## src/rtl/dmairq_pkg.sv

```systemverilog
package dmairq_pkg;
  localparam int OFF_SUMMARY  = 0;
  localparam int OFF_TC_RAW   = 1;
  localparam int OFF_TC_MSK   = 2;
  localparam int OFF_ERR_RAW  = 3;
  localparam int OFF_ERR_MSK  = 4;
  localparam int OFF_TC_CLR   = 5;
  localparam int OFF_ERR_CLR  = 6;
  localparam int OFF_TC_EN    = 7;
  localparam int OFF_ERR_EN   = 8;
  localparam int OFF_PRIO     = 9;

  typedef enum logic [0:0] {
    EVT_TC  = 1'b0,
    EVT_ERR = 1'b1
  } evt_kind_e;
endpackage

```

## src/rtl/dmairq_evt_bank.sv

```systemverilog
// Sticky per-channel event status for one event type; events win over clears.
module dmairq_evt_bank #(
  parameter int NUM_CH = 8
) (
  input  logic              clk_i,
  input  logic              rst_i,
  input  logic [NUM_CH-1:0] evt_i,
  input  logic              clr_we_i,
  input  logic [NUM_CH-1:0] clr_bits_i,
  input  logic [NUM_CH-1:0] enable_i,
  output logic [NUM_CH-1:0] raw_o,
  output logic [NUM_CH-1:0] masked_o
);
  logic [NUM_CH-1:0] raw_q;

  for (genvar c = 0; c < NUM_CH; c++) begin : g_ch
    logic clr_c;
    assign clr_c = clr_we_i & clr_bits_i[c];
    always_ff @(posedge clk_i) begin
      if (rst_i)          raw_q[c] <= 1'b0;
      else if (evt_i[c])  raw_q[c] <= 1'b1;
      else if (clr_c)     raw_q[c] <= 1'b0;
    end
  end

  assign raw_o    = raw_q;
  assign masked_o = raw_q & enable_i;
endmodule

```

## src/rtl/dmairq_cfg_reg.sv

```systemverilog
// Plain read/write configuration register with synchronous reset.
module dmairq_cfg_reg #(
  parameter int W = 8
) (
  input  logic         clk_i,
  input  logic         rst_i,
  input  logic         we_i,
  input  logic [W-1:0] d_i,
  output logic [W-1:0] q_o
);
  always_ff @(posedge clk_i) begin
    if (rst_i)     q_o <= '0;
    else if (we_i) q_o <= d_i;
  end
endmodule

```

## src/rtl/dmairq_prio_enc.sv

```systemverilog
// Finds the lowest-numbered set bit.
module dmairq_prio_enc #(
  parameter int NUM_CH = 8,
  localparam int IDX_W = (NUM_CH > 1) ? $clog2(NUM_CH) : 1
) (
  input  logic [NUM_CH-1:0] req_i,
  output logic [IDX_W-1:0]  idx_o,
  output logic              any_o
);
  always_comb begin
    idx_o = '0;
    for (int c = NUM_CH - 1; c >= 0; c--) begin
      if (req_i[c]) idx_o = IDX_W'(c);
    end
  end
  assign any_o = |req_i;
endmodule

```

## src/rtl/dmairq_status.sv

```systemverilog
module dmairq_status #(
  parameter int NUM_CH = 8,
  parameter int ADDR_W = 4,
  parameter int DATA_W = 32,
  localparam int IDX_W = (NUM_CH > 1) ? $clog2(NUM_CH) : 1
) (
  input  logic              clk_i,
  input  logic              rst_i,
  input  logic [NUM_CH-1:0] tc_evt_i,
  input  logic [NUM_CH-1:0] err_evt_i,
  input  logic [ADDR_W-1:0] addr_i,
  input  logic              wr_en_i,
  input  logic [DATA_W-1:0] wr_data_i,
  output logic [DATA_W-1:0] rd_data_o,
  output logic              irq_o
);
  import dmairq_pkg::*;

  logic [NUM_CH-1:0] tc_raw_q, err_raw_q, tc_msk, err_msk, summary;
  logic [NUM_CH-1:0] tc_en_q, err_en_q;
  logic [NUM_CH-1:0] wr_bits;
  logic              we_tc_clr, we_err_clr, we_tc_en, we_err_en;
  logic [IDX_W-1:0]  prio_idx;
  logic              prio_any;
  logic [DATA_W-1:0] rd_next;

  assign wr_bits    = wr_data_i[NUM_CH-1:0];
  assign we_tc_clr  = wr_en_i && (addr_i == ADDR_W'(OFF_TC_CLR));
  assign we_err_clr = wr_en_i && (addr_i == ADDR_W'(OFF_ERR_CLR));
  assign we_tc_en   = wr_en_i && (addr_i == ADDR_W'(OFF_TC_EN));
  assign we_err_en  = wr_en_i && (addr_i == ADDR_W'(OFF_ERR_EN));

  dmairq_cfg_reg #(.W(NUM_CH)) u_tc_en (
    .clk_i(clk_i), .rst_i(rst_i), .we_i(we_tc_en), .d_i(wr_bits), .q_o(tc_en_q));
  dmairq_cfg_reg #(.W(NUM_CH)) u_err_en (
    .clk_i(clk_i), .rst_i(rst_i), .we_i(we_err_en), .d_i(wr_bits), .q_o(err_en_q));

  dmairq_evt_bank #(.NUM_CH(NUM_CH)) u_tc_bank (
    .clk_i(clk_i), .rst_i(rst_i), .evt_i(tc_evt_i), .clr_we_i(we_tc_clr),
    .clr_bits_i(wr_bits), .enable_i(tc_en_q), .raw_o(tc_raw_q), .masked_o(tc_msk));
  dmairq_evt_bank #(.NUM_CH(NUM_CH)) u_err_bank (
    .clk_i(clk_i), .rst_i(rst_i), .evt_i(err_evt_i), .clr_we_i(we_err_clr),
    .clr_bits_i(wr_bits), .enable_i(err_en_q), .raw_o(err_raw_q), .masked_o(err_msk));

  assign summary = tc_msk | err_msk;

  dmairq_prio_enc #(.NUM_CH(NUM_CH)) u_prio (
    .req_i(summary), .idx_o(prio_idx), .any_o(prio_any));

  always_comb begin
    rd_next = '0;
    case (int'(addr_i))
      OFF_SUMMARY: rd_next[NUM_CH-1:0] = summary;
      OFF_TC_RAW:  rd_next[NUM_CH-1:0] = tc_raw_q;
      OFF_TC_MSK:  rd_next[NUM_CH-1:0] = tc_msk;
      OFF_ERR_RAW: rd_next[NUM_CH-1:0] = err_raw_q;
      OFF_ERR_MSK: rd_next[NUM_CH-1:0] = err_msk;
      OFF_TC_EN:   rd_next[NUM_CH-1:0] = tc_en_q;
      OFF_ERR_EN:  rd_next[NUM_CH-1:0] = err_en_q;
      OFF_PRIO: begin
        rd_next[IDX_W-1:0]  = prio_idx;
        rd_next[DATA_W-1]   = prio_any;
      end
      default:     rd_next = '0;
    endcase
  end

  always_ff @(posedge clk_i) begin
    if (rst_i) begin
      rd_data_o <= '0;
      irq_o     <= 1'b0;
    end else begin
      rd_data_o <= rd_next;
      irq_o     <= |summary;
    end
  end
endmodule

```

## config.mk

```make
export PLATFORM = sky130hd
export DESIGN_NAME = dmairq_status
export DESIGN_NICKNAME = d
export VERILOG_FILES = /design/src/rtl/dmairq_pkg.sv /design/src/rtl/dmairq_evt_bank.sv /design/src/rtl/dmairq_cfg_reg.sv /design/src/rtl/dmairq_prio_enc.sv /design/src/rtl/dmairq_status.sv
export SDC_FILE = /design/constraint.sdc
export NUM_CORES = 1
export LEC_CHECK = 0
export BUFFER_PORTS_ARGS = -buffer_cell sky130_fd_sc_hd__buf_2
export CAP_MARGIN = 15
export CORE_UTILIZATION = 49
export CTS_CLUSTER_SIZE = 28
export DETAILED_ROUTE_END_ITERATION = 10
export MAX_ROUTING_LAYER = met4
export PLACE_DENSITY = 0.88
export SYNTH_ARGS = -nofsm -noshare
export SYNTH_HDL_FRONTEND = slang
export SYNTH_SLANG_ARGS = --single-unit
```

## constraint.sdc

```tcl
create_clock -name clk_i -period 2.1 [get_ports clk_i]
set_clock_uncertainty 0.2 [all_clocks]
set_input_delay 0.105 -clock clk_i [delete_from_list [all_inputs] [get_ports clk_i]]
set_output_delay 0.105 -clock clk_i [all_outputs]
set_load 0.01 [all_outputs]
```

Word-level counts from Yosys, hierarchy flattened
Cells that the tools add are included.
Word-level totals
  register bits: 65
  input port bits: 55
  word-level logic and storage cells: 116
Operators by class
  equal/unequal tests: 9
  mux-type cells: 42
  bitwise logic cells: 20
  reduce and logical (&&, ||, !) cells: 23
Operators with widths (count)
  case mux 5 bit (7 select lines): 1
  two-way mux 1 bit: 32
  nonzero test 2 bit: 16
  two-way mux 3 bit: 8
  case mux 3 bit (8 select lines): 1
  bitwise AND 1 bit: 16
  bitwise AND 8 bit: 2
  == test 4 x 3 -> 1 bit, second input constant: 4
  == test 4 x 2 -> 1 bit, second input constant: 2
  == test 4 bit, second input constant: 2
  bitwise OR 8 bit: 1
  OR reduction 8 bit: 1
  == test 4 x 1 -> 1 bit, second input constant: 1
  logical AND 1 bit: 4
  zero test 4 bit: 1
  OR reduction 2 bit: 1
  NOT 1 bit: 1

Depth between registers and ports, before layout
  word-level depth: 11
  mapped depth: 7

Hierarchy
A second synthesis with hierarchy kept.
Unflattened totals
  cell total of the unflattened synthesis: 291
  area, all modules: 2612.5 um^2
By module, submodules not included
  dmairq_status: times used 1, cells each 142, area each 1142.3 um^2, sequential area each 200.2 um^2
  dmairq_evt_bank: times used 2, cells each 42, area each 409.1 um^2, sequential area each 160.2 um^2
  dmairq_cfg_reg: times used 2, cells each 26, area each 285.3 um^2, sequential area each 160.2 um^2
  dmairq_prio_enc: times used 1, cells each 13, area each 81.3 um^2, sequential area each 0.0 um^2

Least setup slack after synthesis
Ideal clock, no wire load.
  path kind: reg2reg
  from: register u_tc_en.q_o[2]
  to: register rd_data_o[2]
  setup time: 0.074 ns
  data arrival time: 1.275 ns
  required time: 1.826 ns
  setup slack: 0.551 ns
  cell stages (with the launch flop): 5
  clock period less this slack: 1.549 ns
  cell sequence: dfxtp_1 a22o_1 a221oi_2 or3b_1 a31oi_1
On the way
  word-level cells in the longest chain between the ends: 6
RTL lines
  from (decl): RTL line dmairq_cfg_reg.sv:9  | output logic [W-1:0] q_o
  from (signal assigned): RTL line dmairq_cfg_reg.sv:13  | else if (we_i) q_o <= d_i;
  bitwise AND 8 bit: RTL line dmairq_evt_bank.sv:27  | assign masked_o = raw_q & enable_i;
  bitwise OR 8 bit: RTL line dmairq_status.sv:45  | assign summary = tc_msk | err_msk;
  two-way mux 3 bit (3 in a row): RTL line dmairq_prio_enc.sv:13  | if (req_i[c]) idx_o = IDX_W'(c);
  case mux 3 bit (8 select lines) (*): RTL line dmairq_status.sv:52  | case (int'(addr_i))
  to (signal assigned): RTL line dmairq_status.sv:73  | rd_data_o <= rd_next;
  to (decl): RTL line dmairq_status.sv:14  | output logic [DATA_W-1:0] rd_data_o,
Mark *: on every way between the ends. The rest lies on a longest branch, timed or not.
A chain may end at the register's enable or synchronous reset.

Worst setup path after layout
  from: input addr_i[3]
  to: register u_err_en.q_o[7]
On the way
  word-level cells in the longest chain between the ends: 2
RTL lines
  from (decl): RTL line dmairq_status.sv:11  | input logic [ADDR_W-1:0] addr_i,
  == test 4 bit: RTL line dmairq_status.sv:31  | assign we_err_en = wr_en_i && (addr_i == ADDR_W'(OFF_ERR_EN));
  logical AND 1 bit: RTL line dmairq_status.sv:31
  to (signal assigned): RTL line dmairq_cfg_reg.sv:13
  to (decl): RTL line dmairq_cfg_reg.sv:9
No other way between the ends.

==> flow_summary.yaml <==
run_status:
  status: "finished, final reports clean"
critical_path:
  path_delay_family: "buffers and inverters"
  cp_data_required_time_ns: 2.08
  timing.rr.end: "rd_data_o[2]$_SDFF_PP0_"
  rr_worst_depth: 4
  critPathMaxStageDelay_ns: 0.58
  crit_path_start: "addr_i[3]"
  rrSetupSlack_ns: 0.36
  worst-path-stages: 6
  critPathBufInv: 2
  worst-setup-path-type: "in -> reg"
  crit_slowest_cell: "dlygate4sd3_1"
  worstReg2RegStart: "u_tc_en.q_o[2]$_SDFFE_PP0P_"
  worstPathMaxFanout: 21
  start_kind: "input port"
  endpoint: "u_err_en.q_o[7]$_SDFFE_PP0P_"
  critPathMostFrequentCell: "nand2_1"
  end_kind: "register"
  crit_chain: "buf_2 > nor4b_2 > nand2_1 > nand2_1 > a21oi_1 > dlygate4sd3_1"
  cp.arrival_ns: 1.84
sta:
  final.period_utilization_pct: 88.8
  tns_ns: 0
  period_minus_slack_ns: 1.87
  fmax_ghz: 0.536
  hold_viol: 0
  setup_viol_count_final: 0
  rsz0062_at_grt: "false"
  final_max_slew_viol_count: 0
  worst_slew_pin_slew_ns: 0.520
  fin_ws_ns: 0.235
  relSlewSlack_pct: 65.2
floorplan:
  dieArea_um2: 5160
  fp-row-count: 25
  die_w_um: 71.8
  ios: 88
  core-area_um2: 4690
  die-height_um: 71.8
  start_util_pct: 50.9
drt:
  ant_nets: 0
  drt_iter0_drc: 233
  routed-via-count: 2474
  drt_pass1_iterations: 5
  viasPerCell: 5.86
  wire_per_inst_um: 15.4
  post-route-drc-count: 0
  wl_um: 6500
synth:
  ys_types: 49
  synthAdderAreaFrac_pct: 0
  synth_top_family_by_area: "compound AO/OA/AOI/OAI gates"
  synth_largest_area_cell: "dfxtp_1"
  synth_area_per_cell_um2: 8.18
  synth-seq-cells: 42
  synth_enable_flop_cells: 0
  ys_seq_area_share_pct: 35.2
  synth_ff_type: "dfxtp_1"
  synthXorXnorAreaFrac_pct: 0
  synth_compound_area_share_pct: 24.9
  syn_area_um2: 2390
  netlist_instances: 292
  synth_simple_gate_area_share_pct: 23.3
  yosys_warnings: 0
  synth_top_area_share_pct: 35.2
  synthMuxAreaShare_pct: 4.29
  synth_area_leaders: "dfxtp_1 (35%), buf_4 (7.9%), nand3_1 (6.5%), a21oi_1 (6.3%), nor2_1 (4.4%)"
  synth-async-reset-ratio_pct: 0
clock_tree:
  clk_pin_slew_ns: 0.08
  cts_resized: 0
  tritoncts: "done"
  cts_made_buffers: 5
  clock_path_buffers: 2
  htreeDepth: 2
  cts_setup_buffers: 0
  cts_sinks: 42
  cts_hold_buffers: 42
  clock_latency_ns: 0.29
  cts_root_buffer: "clkbuf_8"
power_and_ir_drop:
  p_total_mw: 1.66
  clockPowerShare_pct: 30.7
  cellInternalPower_mw: 1.22
  power.density_nw_per_um2: 545
  vdd_drop_max_uv: 504
  switchingPower_mw: 0.438
  p_leak_nw: 1.26
  power_frac_seq_pct: 51.7
  pwr-share-comb_pct: 17.6
  switching_share_pct: 26.5
layout:
  drive_above_1_share_pct: 16.8
  nNetsFinal: 424
  final_util_pct: 64.7
  antennaDiodeCount: 0
  instances_no_fill: 422
  fill_cells: 388
  syn_to_final_growth_pct: 27.0
  mostFrequentLayoutCells: "dlygate4sd3_1 (42), dfxtp_1 (42), buf_2 (40), nand3_1 (31), a21oi_1 (30)"
global_routing:
  grt_pass1_vias: 2190
  antenna_found_initial: 0
  grt_max_degree: 22
  grt_pass1_wl_um: 10600
  gr-total-overflow: 0
  grt.total_usage_pct: 27.6
placement:
  gp_congestion: 1.03
  post-dp-hpwl_um: 4280
  pre_cts_slack_ns: 0.337
  port_buffers: 40
  placed_cells: 374
run:
  cap_violations: 0
worst_hold_path:
  hold_class: "in -> reg"
## stage by stage
stage	hold WS, ns	cell area, um2
6_report	0.0657	3040
4_1_cts	0.0578	3040
3_3_place_gp	0.107	2530
5_1_grt	0.0644	3040
3_5_place_dp	0.116	2530
2_1_floorplan	0.0224	2470
## area by class of cell
class                           instances  area [um2]  area share [%]
Multi-Input combinational cell        226        1340            44.2
Sequential cell                        42         841            27.7
Timing Repair Buffer                   92         696            22.9
Clock buffer                            6        82.6            2.72
Tap cell                               54        67.6            2.23
Inverter                                2        7.51           0.247
## state kept, by name, indices dropped and copies added (netlist names)
register / cells
u_err_en.q_o: 8
u_tc_bank.raw_o: 8
u_err_bank.raw_o: 8
rd_data_o: 9
u_tc_en.q_o: 8
irq_o: 1
## power by group through the flow
stage / Clock (mW) / Sequential [mW] / Combinational (mW)
CTS: 0.513 / 0.855 / 0.283
finish: 0.507 / 0.857 / 0.292
detailed placement: 0 / 0.874 / 0.217
global placement: 0 / 0.872 / 0.213
global route: 0.557 / 0.860 / 0.318
floorplan: 0 / 0.866 / 0.178
## synthesized netlist by cell type (all sizes together), types with 3 or more instances
library cell / n
nor3: 4
a32oi: 7
a21o: 11
nand3b: 4
mux2i: 8
and3: 3
o21ai: 6
a22oi: 7
a22o: 6
dfxtp: 42
nor2: 28
o211ai: 3
nand2: 14
nand3: 31
clkbuf: 4
a31oi: 8
buf: 40
nor2b: 6
a21oi: 30
## worst register-to-register path: stages, from the launching register on
cell	delay, ns
dfxtp_1	0.34
a22o_1	0.30
a221oi_2	0.26
or3b_1	0.38
a31oi_1	0.18
## how the worst min path moves through the flow
stage / from / endpoint / cells after the start
floorplan: err_evt_i[0] / u_err_bank.raw_o[0]$_SDFFE_PP0P_ / 2
global placement: tc_evt_i[2] / u_tc_bank.raw_o[2]$_SDFFE_PP0P_ / 3
detailed placement: tc_evt_i[2] / u_tc_bank.raw_o[2]$_SDFFE_PP0P_ / 3
CTS: addr_i[3] / rd_data_o[4]$_SDFF_PP0_ / 3
global route: wr_en_i / u_err_en.q_o[5]$_SDFFE_PP0P_ / 4
finish: wr_en_i / u_err_en.q_o[0]$_SDFFE_PP0P_ / 4
## per-layer routing
layer,wire length [um],GRT usage (%)
met3,507,5.91
met4,180,12.2
met2,3010,42.2
met1,2810,35.0
met5,0,-
## cell families after synthesis
group / after synthesis
simple gates: 105
compound gates: 88
buf+inv: 46
flops: 42
mux: 10
other cells: 1
Note: power is estimated with default switching activity, not from simulation.
